==> src/rtl/eth_tx_framer.sv <==
module eth_tx_framer #(
  parameter int          PRE_LEN = 7,
  parameter int          MIN_LEN = 60,
  parameter int          MAX_LEN = 1514,
  parameter int          MIN_GAP = 12,
  parameter int          GAP_W   = 8,
  parameter int          CNT_W   = 16,
  parameter logic [31:0] POLY    = 32'h04C11DB7
) (
  input  logic             clk,
  input  logic             rst_n,
  input  logic             cfg_no_pad,
  input  logic             cfg_no_fcs,
  input  logic             cfg_long_ok,
  input  logic [GAP_W-1:0] cfg_gap,
  input  logic             s_valid,
  input  logic [7:0]       s_data,
  input  logic             s_last,
  output logic             s_ready,
  output logic             m_valid,
  output logic [7:0]       m_data,
  output logic             m_last,
  output logic             m_err,
  input  logic             m_ready
);

  function automatic logic [31:0] rev32(input logic [31:0] v);
    logic [31:0] r;
    for (int i = 0; i < 32; i++) r[i] = v[31-i];
    return r;
  endfunction

  localparam logic [31:0] POLY_R = rev32(POLY);
  localparam int SUB_W = (PRE_LEN > 4) ? $clog2(PRE_LEN) : 2;
  localparam logic [SUB_W-1:0] PRE_END = SUB_W'(PRE_LEN - 1);
  localparam logic [CNT_W-1:0] MIN_C = CNT_W'(MIN_LEN);
  localparam logic [CNT_W-1:0] MAX_C = CNT_W'(MAX_LEN);
  localparam logic [GAP_W-1:0] GAP_MIN = GAP_W'(MIN_GAP);

  function automatic logic [31:0] crc_step(input logic [31:0] c, input logic [7:0] d);
    logic [31:0] x;
    x = c;
    for (int i = 0; i < 8; i++)
      x = {1'b0, x[31:1]} ^ ((x[0] ^ d[i]) ? POLY_R : 32'h0);
    return x;
  endfunction

  typedef enum logic [2:0] {S_IDLE, S_PRE, S_SFD, S_DATA, S_PAD, S_FCS, S_GAP} state_t;

  state_t           state;
  logic [SUB_W-1:0] sub;
  logic [CNT_W-1:0] cnt;
  logic [31:0]      crc;
  logic [GAP_W-1:0] gap_cnt, gap_len;
  logic             f_nopad, f_nofcs, f_long, ovf;

  logic [CNT_W-1:0] cnt_nx;
  logic [31:0]      fcs;
  logic             data_fire, need_pad, big, pad_end;

  assign cnt_nx    = (&cnt) ? cnt : cnt + 1'b1;
  assign fcs       = ~crc;
  assign data_fire = (state == S_DATA) && s_valid && m_ready;
  assign need_pad  = !f_nopad && (cnt_nx < MIN_C);
  assign pad_end   = (cnt_nx == MIN_C);
  assign big       = data_fire && !f_long && (cnt >= MAX_C);
  assign s_ready   = (state == S_DATA) && m_ready;

  always_comb begin
    m_valid = 1'b0;
    m_data  = 8'h00;
    m_last  = 1'b0;
    unique case (state)
      S_PRE:  begin m_valid = 1'b1; m_data = 8'h55; end
      S_SFD:  begin m_valid = 1'b1; m_data = 8'hD5; end
      S_DATA: begin
        m_valid = s_valid;
        m_data  = s_data;
        m_last  = s_valid && s_last && !need_pad && f_nofcs;
      end
      S_PAD:  begin m_valid = 1'b1; m_last = pad_end && f_nofcs; end
      S_FCS:  begin
        m_valid = 1'b1;
        m_last  = (sub[1:0] == 2'd3);
        unique case (sub[1:0])
          2'd0: m_data = fcs[7:0];
          2'd1: m_data = fcs[15:8];
          2'd2: m_data = fcs[23:16];
          default: m_data = fcs[31:24];
        endcase
      end
      default: ;
    endcase
  end

  assign m_err = m_last && (ovf || big);

  always_ff @(posedge clk or negedge rst_n) begin
    if (!rst_n) begin
      state   <= S_IDLE;
      sub     <= '0;
      cnt     <= '0;
      crc     <= '1;
      gap_cnt <= '0;
      gap_len <= GAP_MIN;
      f_nopad <= 1'b0;
      f_nofcs <= 1'b0;
      f_long  <= 1'b0;
      ovf     <= 1'b0;
    end else begin
      unique case (state)
        S_IDLE: if (s_valid) begin
          f_nopad <= cfg_no_pad;
          f_nofcs <= cfg_no_fcs;
          f_long  <= cfg_long_ok;
          gap_len <= (cfg_gap < GAP_MIN) ? GAP_MIN : cfg_gap;
          sub     <= '0;
          state   <= S_PRE;
        end
        S_PRE: if (m_ready) begin
          if (sub == PRE_END) state <= S_SFD;
          else sub <= sub + 1'b1;
        end
        S_SFD: if (m_ready) begin
          cnt   <= '0;
          crc   <= '1;
          ovf   <= 1'b0;
          state <= S_DATA;
        end
        S_DATA: if (data_fire) begin
          crc <= crc_step(crc, s_data);
          cnt <= cnt_nx;
          if (big) ovf <= 1'b1;
          if (s_last) begin
            sub     <= '0;
            gap_cnt <= '0;
            if (need_pad)     state <= S_PAD;
            else if (f_nofcs) state <= S_GAP;
            else              state <= S_FCS;
          end
        end
        S_PAD: if (m_ready) begin
          crc <= crc_step(crc, 8'h00);
          cnt <= cnt_nx;
          if (pad_end) state <= f_nofcs ? S_GAP : S_FCS;
        end
        S_FCS: if (m_ready) begin
          if (sub[1:0] == 2'd3) state <= S_GAP;
          sub <= sub + 1'b1;
        end
        S_GAP: begin
          gap_cnt <= gap_cnt + 1'b1;
          if (gap_cnt == gap_len - 1'b1) state <= S_IDLE;
        end
        default: state <= S_IDLE;
      endcase
    end
  end

endmodule


==> config.mk <==
export PLATFORM = sky130hd
export DESIGN_NAME = eth_tx_framer
export DESIGN_NICKNAME = d
export VERILOG_FILES = /design/src/rtl/eth_tx_framer.sv
export SDC_FILE = /design/constraint.sdc
export NUM_CORES = 1
export LEC_CHECK = 0
export CORE_ASPECT_RATIO = 1.5
export CORE_MARGIN = 2
export CORE_UTILIZATION = 55
export DETAILED_ROUTE_END_ITERATION = 16
export DONT_BUFFER_PORTS = 1
export GPL_ROUTABILITY_DRIVEN = 0
export PLACE_DENSITY = 0.7
export SLEW_MARGIN = 10
export SYNTH_ARGS = -nofsm -noshare
export SYNTH_HDL_FRONTEND = slang
export SYNTH_SLANG_ARGS = --single-unit
==> constraint.sdc <==
create_clock -name clk -period 3.2 [get_ports clk]
set_input_delay 0.16 -clock clk [delete_from_list [all_inputs] [get_ports clk]]
set_output_delay 0.16 -clock clk [all_outputs]
set_load 0.02 [all_outputs]
==> results of run 1 <==
[state kept, by name, summed over array words and instances (netlist names)]
name     cells
cnt         16
crc         32
f_long       1
f_nofcs      1
f_nopad      1
gap_cnt      8
gap_len      8
ovf          1
state        3
sub          3
[repair_timing]
action	4_1_cts	5_1_grt
hold buffers	14	0
endpoints found under the setup margin	0	2
resized for setup	0	3
endpoints found under the hold margin	86	0
[metrics by stage]
step | util | setup WS [ns] | hold slack [ns] | std cells | total power, mW
6_report | 0.612 | 0.171 | 0.00995 | 865 | 8.68
5_1_grt | 0.612 | 0.0204 | 0.0332 | 865 | 9.24
2_1_floorplan | - | 0.636 | -0.136 | 721 | 6.25
3_3_place_gp | 0.570 | 0.539 | -0.130 | 835 | 7.33
3_5_place_dp | 0.570 | 0.444 | -0.131 | 835 | 7.46
4_1_cts | 0.611 | 0.0666 | 0.0237 | 865 | 8.59
[cells by family after synthesis]
logic type                 synth area share
DFF                                   0.309
muxes                                0.0143
adders and majority gates            0.0163
xor gates and xnor gates              0.205
AOI/OAI and AO/OA                     0.239
and+or+nand+nor                       0.155
buffers and inverters                0.0615
[cell type report]
class	count	area, µm²
clock inverters	5	52.6
flip-flops and latches	74	1900
inverters	34	128
clock buffers	11	243
repair buffers	35	328
fillers	945	4240
multi-input cells	559	3860
well taps	147	184
[layout by cell type, fill, tap and decap left out, types with 5 or more instances in the layout]
| cell | count |
|---|---|
| dfrtp_1 | 39 |
| xor2_1 | 29 |
| o21ai_0 | 64 |
| dlygate4sd3_1 | 13 |
| a31oi_1 | 9 |
| mux2_2 | 6 |
| buf_4 | 20 |
| or3_1 | 7 |
| a211oi_1 | 20 |
| and3_1 | 7 |
| inv_1 | 33 |
| a222oi_1 | 8 |
| o31ai_1 | 9 |
| nor2_1 | 57 |
| a21oi_1 | 47 |
| nand4_1 | 12 |
| xnor2_1 | 82 |
| o211ai_1 | 13 |
| dfstp_2 | 34 |
| ha_1 | 7 |
| nor3_1 | 10 |
| clkbuf_16 | 9 |
| xnor2_4 | 5 |
| o221ai_1 | 7 |
| nand2_1 | 48 |
| nand3_1 | 24 |
| a221o_1 | 5 |
| o22ai_1 | 7 |
| and4_1 | 6 |
[worst max-delay path, cell delays in order (launching register included)]
cell      delay (ns)
dfrtp_1         0.54
nand4_1         0.27
nor2_1          0.40
and4_1          0.28
o2111a_1        0.30
nand3_1         0.13
a211oi_1        0.32
nor3_1          0.11
buf_4           0.17
[power by group]
group          total, mW  switching (mW)  internal [mW]
Combinational       5.64            3.23           2.41
Clock               1.04           0.422          0.623
Sequential          1.99           0.547           1.44
[final timing paths]
check                                      end  slack (ns)  cells past startpoint
setup / recovery                         m_err        0.17                      8
hold / removal              crc[9]$_DFFE_PN1P_        0.01                      2
setup reg to reg            cnt[0]$_DFFE_PN0P_        0.55                      7
hold reg to reg             crc[8]$_DFFE_PN1P_        0.49                      2
max in group asynchronous   crc[5]$_DFFE_PN1P_        2.41                      2
min in group asynchronous  cnt[15]$_DFFE_PN0P_        0.44                      2
[per-layer routing]
layer | up-vias | track usage | share of wire | wire, µm
met3 | 80 | 0.0577 | 0.069 | 1260
met1 | 2711 | 0.331 | 0.36 | 6570
met2 | 254 | 0.546 | 0.51 | 9290
li1 | 2585 | - | - | -
met4 | 0 | 0.194 | 0.060 | 1080
met5 | - | 0 | 0 | 0
==> impl_metrics.sql, run 1 <==
INSERT INTO impl_metrics (metric_group, metric, value, unit) VALUES
('outcome', 'status', 'finished clean', ''),
('detailed_routing', 'routed_wirelength', '18200', 'µm'),
('logic_synthesis', 'post_synth_main_area_contributors', 'dfrtp_1 16%, dfstp_2 15%, xnor2_1 12%', ''),
('power_and_ir_drop', 'power.static_leakage', '2.59', 'nW'),
('detailed_routing', 'drt_first_pass_iters', '8', ''),
('place', 'port_buffers', '0', ''),
('logic_synthesis', 'ys_types', '72', ''),
('job', 'cap_viol_max_count', '0', ''),
('clock_tree', 'cts_post_setup_buffers_inserted', '0', ''),
('timing', 'final_hold_viol_count', '0', ''),
('cells_and_area', 'fin_area', '6700', 'µm²'),
('detailed_routing', 'vias_per_cell', '6.51', ''),
('worst_hold_path', 'timing.hold.worst.start', 's_data[7]', ''),
('timing', 'post-route-period-util', '0.947', ''),
('setup_path', 'worst-path-max-fanout', '11', ''),
('grt', 'track_usage', '0.306', ''),
('detailed_routing', 'ant_nets', '0', ''),
('timing', 'grt_setup_unrepaired', 'no', ''),
('setup_path', 'crit-reg2reg-launch', 'state[0]$_DFFE_PN0P_', ''),
('logic_synthesis', 'postSynthAreaPerCell', '8.50', 'µm²'),
('logic_synthesis', 'post_synthesis_cell_type_with_the_largest_combined_area', 'dfrtp_1', ''),
('floorplan', 'io-pin-count', '36', ''),
('clock_tree', 'cts_max_path_buffers', '2', ''),
('floorplan', 'dieHeight', '133', 'µm'),
('logic_synthesis', 'syn_area', '6130', 'µm²'),
('setup_path', 'critical_path_source', 'cnt[3]$_DFFE_PN0P_', ''),
('setup_path', 'setup.worst_path.end_class', 'primary output', ''),
('timing', 'final_period_minus_worst_setup_slack', '3.03', 'ns'),
('logic_synthesis', 'leading_cell_type_by_number_of_instances_after_synthesis', 'xnor2_1', ''),
('setup_path', 'crit_arrival', '2.87', 'ns'),
('logic_synthesis', 'yosysSeqAreaShare', '0.309', ''),
('logic_synthesis', 'ys_ff_latch', '74', ''),
('clock_tree', 'clock_tree.root_cell', 'clkbuf_16', ''),
('timing', 'worstMarginPinSlew', '0.861', 'ns'),
('logic_synthesis', 'asyncSetResetFlopFracSynth', '1.00', ''),
('timing', 'max_slew_margin', '0.424', ''),
('setup_path', 'timing.setup.critical_path_class', 'flip-flop to primary output', ''),
('place', 'dp.final_hpwl', '12600', 'µm'),
('clock_tree', 'worst_skew_pair.late_latency', '0.35', 'ns'),
('logic_synthesis', 'synth_top_flop_cell', 'dfrtp_1', ''),
('timing', 'drv_slew', '0', ''),
('timing', 'achievable-frequency', '330', 'MHz'),
('clock_tree', 'clk_pin_slew', '0.06', 'ns'),
('logic_synthesis', 'count_of_flip_flops_with_a_built_in_enable_after_synthesis', '0', ''),
('floorplan', 'floorplan.rows', '47', ''),
('cells_and_area', 'finish.net_count', '745', ''),
('grt', 'grt_max_degree', '75', ''),
('clock_tree', 'h-tree-depth', '3', ''),
('setup_path', 'required', '3.04', 'ns'),
('logic_synthesis', 'synth_warnings', '0', ''),
('clock_tree', 'tritoncts', 'done', ''),
('logic_synthesis', 'syn_nets', '753', ''),
('worst_hold_path', 'worstHoldPathType', 'primary input to flip-flop', ''),
('detailed_routing', 'drt_first_iter_violations', '412', ''),
('detailed_routing', 'drt_drc_violations_left', '0', ''),
('logic_synthesis', 'synth_top_area_share', '0.163', ''),
('floorplan', 'design.die.area', '12000', 'µm²'),
('grt', 'number_of_global_route_vias_before_repair', '5738', ''),
('cells_and_area', 'num_antenna_cells', '0', ''),
('power_and_ir_drop', 'powerDensity', '1300', 'nW/µm²'),
('grt', 'overflow', '0', ''),
('logic_synthesis', 'netlist_instances', '721', ''),
('place', 'dpl_cell_area', '6230', 'µm²'),
('logic_synthesis', 'cell_types_with_the_highest_counts_after_synthesis', '82 x xnor2_1, 64 x o21ai_0, 57 x nor2_1', ''),
('detailed_routing', 'vias', '5630', ''),
('grt', 'number_of_antenna_violations_at_the_first_check_in_global_routing', '0', ''),
('cells_and_area', 'drive_above_1_share', '0.132', ''),
('power_and_ir_drop', 'ir_drop', '0.000522', 'V'),
('clock_tree', 'tritoncts.num_buffers', '9', ''),
('floorplan', 'initial_core_util', '0.560', ''),
('grt', 'grt_first_pass_wirelength', '29300', 'µm'),
('timing', 'final.setup.tns', '0', 'ns'),
('clock_tree', 'cts.sinks', '74', ''),
('detailed_routing', 'wl_per_cell', '21.0', 'µm'),
('floorplan', 'core_area', '10900', 'µm²'),
('cells_and_area', 'flow.area_growth_from_synthesis', '9.27', '%'),
('timing', 'fin_worst_skew', '0.00921', 'ns'),
('floorplan', 'fp.dieW', '90.2', 'µm'),
('setup_path', 'timing.critical_path.from_type', 'flip-flop', ''),
('timing', 'finalSetupViolCount', '0', '');
Note: power is estimated with default switching activity, not from simulation.
==> inputs of run 2 (changes only) <==
Settings changed: ABC_AREA set to 1.
==> run 2 against run 1 <==
  * Power fell by 20%
  * Fmax barely moved
  * Clock skew rose by 0.0014 ns
  * First-iteration DRC count rose by 23%
  * Flip-flop and latch count did not move
  * Area after synthesis rose by 4.6%
  * Largest power group unchanged
  * Highest routed layer unchanged
==> impl_metrics.sql, run 2 <==
INSERT INTO impl_metrics (metric_group, metric, value, unit) VALUES
('setup_path', 'setup.worst_path.end_class', 'primary output', ''),
('cells_and_area', 'flow.area_growth_from_synthesis', '9.53', '%'),
('cells_and_area', 'finish.net_count', '932', ''),
('clock_tree', 'h-tree-depth', '3', ''),
('logic_synthesis', 'post_synthesis_cell_type_with_the_largest_combined_area', 'dfrtp_1', ''),
('timing', 'achievable-frequency', '330', 'MHz'),
('logic_synthesis', 'synth_mux_area_frac', '0.00351', ''),
('detailed_routing', 'ant_nets', '0', ''),
('place', 'pre_cts_ws', '0.547', 'ns'),
('timing', 'fin_worst_skew', '0.0106', 'ns'),
('detailed_routing', 'vias_per_cell', '5.84', ''),
('clock_tree', 'cts_post_setup_buffers_inserted', '0', ''),
('cells_and_area', 'footprint_of_the_flip_flops_and_latches', '1890', 'µm²'),
('cells_and_area', 'drive_above_1_share', '0.143', ''),
('cells_and_area', 'fin_area', '7020', 'µm²'),
('detailed_routing', 'drt_first_pass_iters', '5', ''),
('timing', 'drv_slew', '0', ''),
('logic_synthesis', 'yosys.area_share.xor_xnor', '0.172', ''),
('power_and_ir_drop', 'power.static_leakage', '3.12', 'nW'),
('setup_path', 'ff2ff_path_depth', '15', ''),
('logic_synthesis', 'yosys.area_share.simple', '0.248', ''),
('logic_synthesis', 'synth_warnings', '0', ''),
('cells_and_area', 'fillCellCount', '1052', ''),
('timing', 'final.hold.worst_slack', '0.0324', 'ns'),
('worst_hold_path', 'hold_depth', '2', ''),
('clock_tree', 'tritoncts.num_buffers', '9', ''),
('grt', 'overflow', '0', ''),
('logic_synthesis', 'ys_ff_latch', '74', ''),
('grt', 'track_usage', '0.317', ''),
('logic_synthesis', 'post_synth_main_area_contributors', 'dfrtp_1 16%, dfstp_2 14%, nand2_1 11%', ''),
('grt', 'grt_first_pass_wirelength', '30800', 'µm'),
('setup_path', 'crit_arrival', '2.87', 'ns'),
('floorplan', 'floorplan.rows', '48', ''),
('detailed_routing', 'wl_per_cell', '18.2', 'µm'),
('logic_synthesis', 'syn_nets', '924', ''),
('place', 'port_buffers', '0', ''),
('timing', 'grt_setup_unrepaired', 'yes', ''),
('power_and_ir_drop', 'powerDensity', '992', 'nW/µm²'),
('logic_synthesis', 'ys_types', '51', ''),
('power_and_ir_drop', 'ir_drop', '0.000524', 'V'),
('grt', 'number_of_global_route_vias_before_repair', '6210', ''),
('floorplan', 'initial_core_util', '0.562', ''),
('outcome', 'status', 'finished clean', ''),
('detailed_routing', 'routed_wirelength', '19200', 'µm'),
('setup_path', 'timing.critical_path.from_type', 'flip-flop', ''),
('job', 'cap_viol_max_count', '0', ''),
('logic_synthesis', 'synth_top_area_share', '0.156', ''),
('place', 'dp.final_hpwl', '13600', 'µm'),
('cells_and_area', 'largest_register_ffs', '32', ''),
('logic_synthesis', 'cell_types_with_the_highest_counts_after_synthesis', '184 x nand2_1, 104 x inv_1, 85 x nor2_1', ''),
('place', 'dp.cells', '1029', ''),
('cells_and_area', 'most-common-layout-cells', '184 x nand2_1, 104 x inv_1, 85 x nor2_1', ''),
('detailed_routing', 'drt_drc_violations_left', '0', ''),
('setup_path', 'worst-path-max-fanout', '9', ''),
('cells_and_area', 'num_antenna_cells', '0', ''),
('timing', 'postLayoutSetupSlackWorst', '0.173', 'ns'),
('worst_hold_path', 'worstHoldPathType', 'primary input to flip-flop', ''),
('grt', 'grt_max_degree', '75', ''),
('clock_tree', 'cts_max_path_buffers', '2', ''),
('clock_tree', 'cts.sinks', '74', ''),
('logic_synthesis', 'synth_compound_gate_area_share', '0.172', ''),
('logic_synthesis', 'asyncSetResetFlopFracSynth', '1.00', ''),
('floorplan', 'core_area', '11400', 'µm²'),
('logic_synthesis', 'largest_family_of_logic_cells_by_synthesized_area', 'simple AND/OR/NAND/NOR gates', ''),
('clock_tree', 'clk_pin_slew', '0.06', 'ns'),
('logic_synthesis', 'count_of_flip_flops_with_a_built_in_enable_after_synthesis', '0', ''),
('timing', 'post-route-period-util', '0.946', ''),
('detailed_routing', 'drt_first_iter_violations', '508', ''),
('timing', 'final_hold_viol_count', '0', ''),
('clock_tree', 'clock_tree.root_cell', 'clkbuf_16', ''),
('cells_and_area', 'multiInputGateArea', '3920', 'µm²'),
('cells_and_area', 'regMostFlops', 'crc', ''),
('floorplan', 'design.die.area', '12500', 'µm²'),
('timing', 'final_period_minus_worst_setup_slack', '3.03', 'ns'),
('clock_tree', 'worst_skew_pair.late_latency', '0.34', 'ns'),
('cells_and_area', 'leading_registers_by_flop_count', 'crc (32), cnt (16)', ''),
('logic_synthesis', 'syn_area', '6410', 'µm²'),
('logic_synthesis', 'leading_cell_type_by_number_of_instances_after_synthesis', 'nand2_1', ''),
('logic_synthesis', 'yosysSeqAreaShare', '0.296', ''),
('setup_path', 'required', '3.04', 'ns'),
('setup_path', 'timing.setup.critical_path_class', 'flip-flop to primary output', ''),
('clock_tree', 'tritoncts', 'done', ''),
('floorplan', 'io-pin-count', '36', ''),
('timing', 'finalSetupViolCount', '0', ''),
('place', 'dpl_cell_area', '6560', 'µm²'),
('grt', 'number_of_antenna_violations_at_the_first_check_in_global_routing', '0', ''),
('logic_synthesis', 'post_synth_adder_cell_area', '0.0156', ''),
('floorplan', 'fp.dieW', '92.1', 'µm'),
('logic_synthesis', 'netlist_instances', '892', ''),
('floorplan', 'dieHeight', '136', 'µm'),
('timing', 'max_slew_margin', '0.483', ''),
('logic_synthesis', 'synth_top_flop_cell', 'dfrtp_1', ''),
('detailed_routing', 'vias', '6158', ''),
('cells_and_area', 'post-route-util', '0.615', ''),
('cells_and_area', 'final_common_cell', 'nand2_1', ''),
('timing', 'worstMarginPinSlew', '0.773', 'ns'),
('logic_synthesis', 'postSynthAreaPerCell', '7.18', 'µm²'),
('cells_and_area', 'final_non_filler_cells', '1055', '');
run 2: changes by cell type in the layout (fill, tap and decap cells not counted), sizes merged, moves of 9 or more:
| cell | change |
|---|---|
| nand2 | +147 |
| inv | +87 |
| xnor2 | -42 |
| nor2 | +33 |
| nand3 | +30 |
| xor2 | +22 |
| a211oi | -15 |
| a32oi | +13 |
| o211ai | -9 |
| o31ai | -9 |
run 2: path summary, 6_finish.rpt:
check / from / to / slack, ns
max in group asynchronous: rst_n / crc[31]$_DFFE_PN1P_ / 2.47
max: state[0]$_DFFE_PN0P_ / m_data[7] / 0.17
min reg2reg: crc[18]$_DFFE_PN1P_ / crc[18]$_DFFE_PN1P_ / 0.53
min: cfg_gap[0] / gap_len[0]$_DFFE_PN0P_ / 0.03
max reg2reg: cnt[0]$_DFFE_PN0P_ / state[1]$_DFFE_PN0P_ / 0.59
min in group asynchronous: rst_n / cnt[2]$_DFFE_PN0P_ / 0.39
run 2: logic make-up (layout without fill, tap and decap cells):
| group | Yosys count | count (layout) |
|---|---|---|
| AOI/OAI and AO/OA | 186 | 186 |
| adders and majority gates | 8 | 8 |
| and+or+nand+nor | 368 | 368 |
| buffers and inverters | 150 | 163 |
| muxes | 2 | 2 |
| xor gates and xnor gates | 104 | 104 |
| DFF | 74 | 74 |
run 2: layout make-up:
| type | count | share of cell area |
|---|---|---|
| Clock buffer | 11 | 0.0332 |
| Clock inverter | 5 | 0.0146 |
| Inverter | 123 | 0.0661 |
| Multi-Input combinational cell | 668 | 0.558 |
| Sequential cell | 74 | 0.270 |
| Tap cell | 150 | 0.0267 |
| Timing Repair Buffer | 24 | 0.0317 |
run 2: routing by layer:
metal	GRT usage	routed length, µm
met5	0	0
met4	0.197	1260
met3	0.0593	1240
met2	0.578	9760
met1	0.334	6930
run 2: worst max-delay path: stages (launching register included):
cell      delay (ns)
dfrtp_1         0.50
inv_1           0.10
nor2_1          0.26
inv_2           0.09
nor2_1          0.18
inv_1           0.08
nor2_1          0.20
clkinv_1        0.45
o221ai_1        0.66
run 2: through the flow:
stage / TNS [ns] / total power, mW
2_1_floorplan: 0 / 4.70
3_3_place_gp: 0 / 5.54
3_5_place_dp: 0 / 5.63
4_1_cts: 0 / 6.88
5_1_grt: -0.0827 / 7.42
6_report: 0 / 6.96
run 2: timing repair:
action / 4_1_cts / 5_1_grt
setup endpoints to repair: 0 / 1
gates resized for setup: 0 / 1
hold buffers: 10 / 0
hold endpoints to repair: 82 / 0
run 2: power by group:
group / internal [mW] / leakage, nW / switching (mW) / total, mW
Clock: 0.762 / 0.160 / 0.412 / 1.17
Combinational: 1.44 / 2.07 / 2.67 / 4.11
Sequential: 1.31 / 0.888 / 0.361 / 1.67
==> inputs of run 3 (changes only) <==
Clock period 3.2 ns to 3.88 ns, I/O delays scaled along.
==> run 3 against run 2 <==
  * Clock skew increased by 0.0039 ns
  * Worst setup slack gained 0.29 ns
  * Critical path type unchanged
  * Clock power down 16%
  * Power down 18%
  * Die area unchanged
  * Flip-flop and latch count unchanged
==> impl_metrics.sql, run 3 (synthesis gave the netlist of run 2 again) <==
INSERT INTO impl_metrics (metric_group, metric, value, unit) VALUES
('outcome', 'status', 'finished clean', ''),
('worst_hold_path', 'timing.hold.worst_endpoint', 'gap_len[7]$_DFFE_PN0P_', ''),
('setup_path', 'timing.setup.critical_path_class', 'flip-flop to primary output', ''),
('timing', 'drv_slew', '0', ''),
('grt', 'grt_max_degree', '75', ''),
('detailed_routing', 'vias', '6136', ''),
('clock_tree', 'cts_resized', '0', ''),
('clock_tree', 'cts.sinks', '74', ''),
('setup_path', 'timing.critical_path.from_type', 'flip-flop', ''),
('setup_path', 'worst-path-max-fanout', '12', ''),
('cells_and_area', 'post-route-util', '0.607', ''),
('floorplan', 'dieHeight', '136', 'µm'),
('power_and_ir_drop', 'power.static_leakage', '3.07', 'nW'),
('cells_and_area', 'flow.area_growth_from_synthesis', '8.00', '%'),
('timing', 'final.setup.tns', '0', 'ns'),
('detailed_routing', 'ant_nets', '0', ''),
('setup_path', 'crit_arrival', '3.22', 'ns'),
('setup_path', 'r2r_path_end', 'crc[14]$_DFFE_PN1P_', ''),
('floorplan', 'floorplan.rows', '48', ''),
('clock_tree', 'h-tree-depth', '3', ''),
('clock_tree', 'worst_skew_pair.late_latency', '0.35', 'ns'),
('cells_and_area', 'largest_register_ffs', '32', ''),
('clock_tree', 'clk_pin_slew', '0.05', 'ns'),
('timing', 'fin_worst_skew', '0.0146', 'ns'),
('floorplan', 'initial_core_util', '0.562', ''),
('cells_and_area', 'leading_registers_by_flop_count', 'crc (32), cnt (16)', ''),
('floorplan', 'design.die.area', '12500', 'µm²'),
('setup_path', 'ff2ff_setup_slack', '0.89', 'ns'),
('detailed_routing', 'wl_per_cell', '18.2', 'µm'),
('power_and_ir_drop', 'powerDensity', '824', 'nW/µm²'),
('cells_and_area', 'final_common_cell', 'nand2_1', ''),
('grt', 'overflow', '0', ''),
('floorplan', 'core_area', '11400', 'µm²'),
('job', 'cap_viol_max_count', '0', ''),
('setup_path', 'ff2ff_path_depth', '15', ''),
('cells_and_area', 'finish.net_count', '920', ''),
('timing', 'worstMarginPinSlew', '0.875', 'ns'),
('detailed_routing', 'vias_per_cell', '5.88', ''),
('detailed_routing', 'routed_wirelength', '19000', 'µm'),
('timing', 'final_hold_viol_count', '0', ''),
('timing', 'final_period_minus_worst_setup_slack', '3.41', 'ns'),
('timing', 'max_slew_margin', '0.415', ''),
('timing', 'final.hold.worst_slack', '0.00864', 'ns'),
('detailed_routing', 'drt_first_pass_iters', '5', ''),
('timing', 'achievable-frequency', '293', 'MHz'),
('setup_path', 'crit-reg2reg-launch', 'state[2]$_DFFE_PN0P_', ''),
('cells_and_area', 'drive_above_1_share', '0.132', ''),
('worst_hold_path', 'timing.hold.worst.start', 'cfg_gap[7]', ''),
('clock_tree', 'cts_post_setup_buffers_inserted', '0', ''),
('clock_tree', 'tritoncts.num_buffers', '9', ''),
('power_and_ir_drop', 'ir_drop', '0.000434', 'V'),
('grt', 'grt_first_pass_wirelength', '30900', 'µm'),
('detailed_routing', 'drt_first_iter_violations', '505', ''),
('worst_hold_path', 'worstHoldPathType', 'primary input to flip-flop', ''),
('grt', 'number_of_antenna_violations_at_the_first_check_in_global_routing', '0', ''),
('worst_hold_path', 'hold_depth', '1', ''),
('floorplan', 'io-pin-count', '36', ''),
('place', 'port_buffers', '0', ''),
('cells_and_area', 'fin_area', '6920', 'µm²'),
('clock_tree', 'tritoncts', 'done', ''),
('power_and_ir_drop', 'power', '5.71', 'mW'),
('setup_path', 'required', '3.69', 'ns'),
('timing', 'grt_setup_unrepaired', 'no', ''),
('timing', 'post-route-period-util', '0.880', ''),
('cells_and_area', 'regMostFlops', 'crc', ''),
('cells_and_area', 'num_antenna_cells', '0', ''),
('timing', 'finalSetupViolCount', '0', ''),
('grt', 'track_usage', '0.315', ''),
('setup_path', 'setup.worst_path.end_class', 'primary output', ''),
('place', 'dpl_cell_area', '6490', 'µm²'),
('grt', 'number_of_global_route_vias_before_repair', '6190', ''),
('clock_tree', 'clock_tree.root_cell', 'clkbuf_16', ''),
('detailed_routing', 'drt_drc_violations_left', '0', ''),
('floorplan', 'fp.dieW', '92.1', 'µm'),
('clock_tree', 'cts_max_path_buffers', '2', ''),
('place', 'dp.final_hpwl', '13600', 'µm'),
('cells_and_area', 'most-common-layout-cells', '184 x nand2_1, 104 x inv_1, 85 x nor2_1', '');
run 3: cell type report:
| class | instances | area, µm² |
|---|---|---|
| clock buffers | 11 | 233 |
| clock inverters | 5 | 104 |
| fillers | 1031 | 4490 |
| inverters | 123 | 464 |
| multi-input cells | 668 | 3910 |
| flip-flops and latches | 74 | 1890 |
| well taps | 150 | 188 |
| repair buffers | 12 | 128 |
run 3: how the worst max path moves through the flow:
stage,end,cells after the start,startpoint
after floorplan,m_err,15,cnt[0]$_DFFE_PN0P_
after global placement,m_err,13,cnt[0]$_DFFE_PN0P_
after detailed placement,m_err,13,cnt[0]$_DFFE_PN0P_
after CTS,m_err,13,cnt[0]$_DFFE_PN0P_
after global routing,m_err,13,cnt[0]$_DFFE_PN0P_
final,m_err,13,cnt[0]$_DFFE_PN0P_
run 3: through the flow:
stage	instances	setup slack [ns]
6_report	1043	0.466
5_1_grt	1043	0.223
4_1_cts	1042	0.506
3_5_place_dp	1019	0.913
3_3_place_gp	1019	0.937
2_1_floorplan	892	1.64
run 3: timing repair:
item,4_1_cts,5_1_grt
setup endpoints to repair,0,0
endpoints found under the hold margin,79,1
hold buffers,7,1
run 3: power by group:
group / switching (mW) / internal, mW
clock network: 0.352 / 0.630
registers: 0.313 / 1.08
logic: 2.18 / 1.15
total: 2.85 / 2.86
run 3: critical path, stage by stage (launching register included):
cell and delay (ns):
dfrtp_1 0.45, ha_1 0.25, inv_1 0.09, nor2_4 0.16
nand2_2 0.11, nor2_1 0.70, nand2_1 0.12, nand2_1 0.13
nand3_1 0.07, nor2_1 0.09, nand3_1 0.09, a21oi_1 0.14
nand2_1 0.08, a21oi_1 0.40
run 3: per-layer routing:
metal	track usage	up-vias	share of wire
met3	0.0549	76	0.067
li1	-	2912	-
met2	0.569	260	0.51
met4	0.193	0	0.059
met1	0.340	2888	0.36
met5	0	-	0
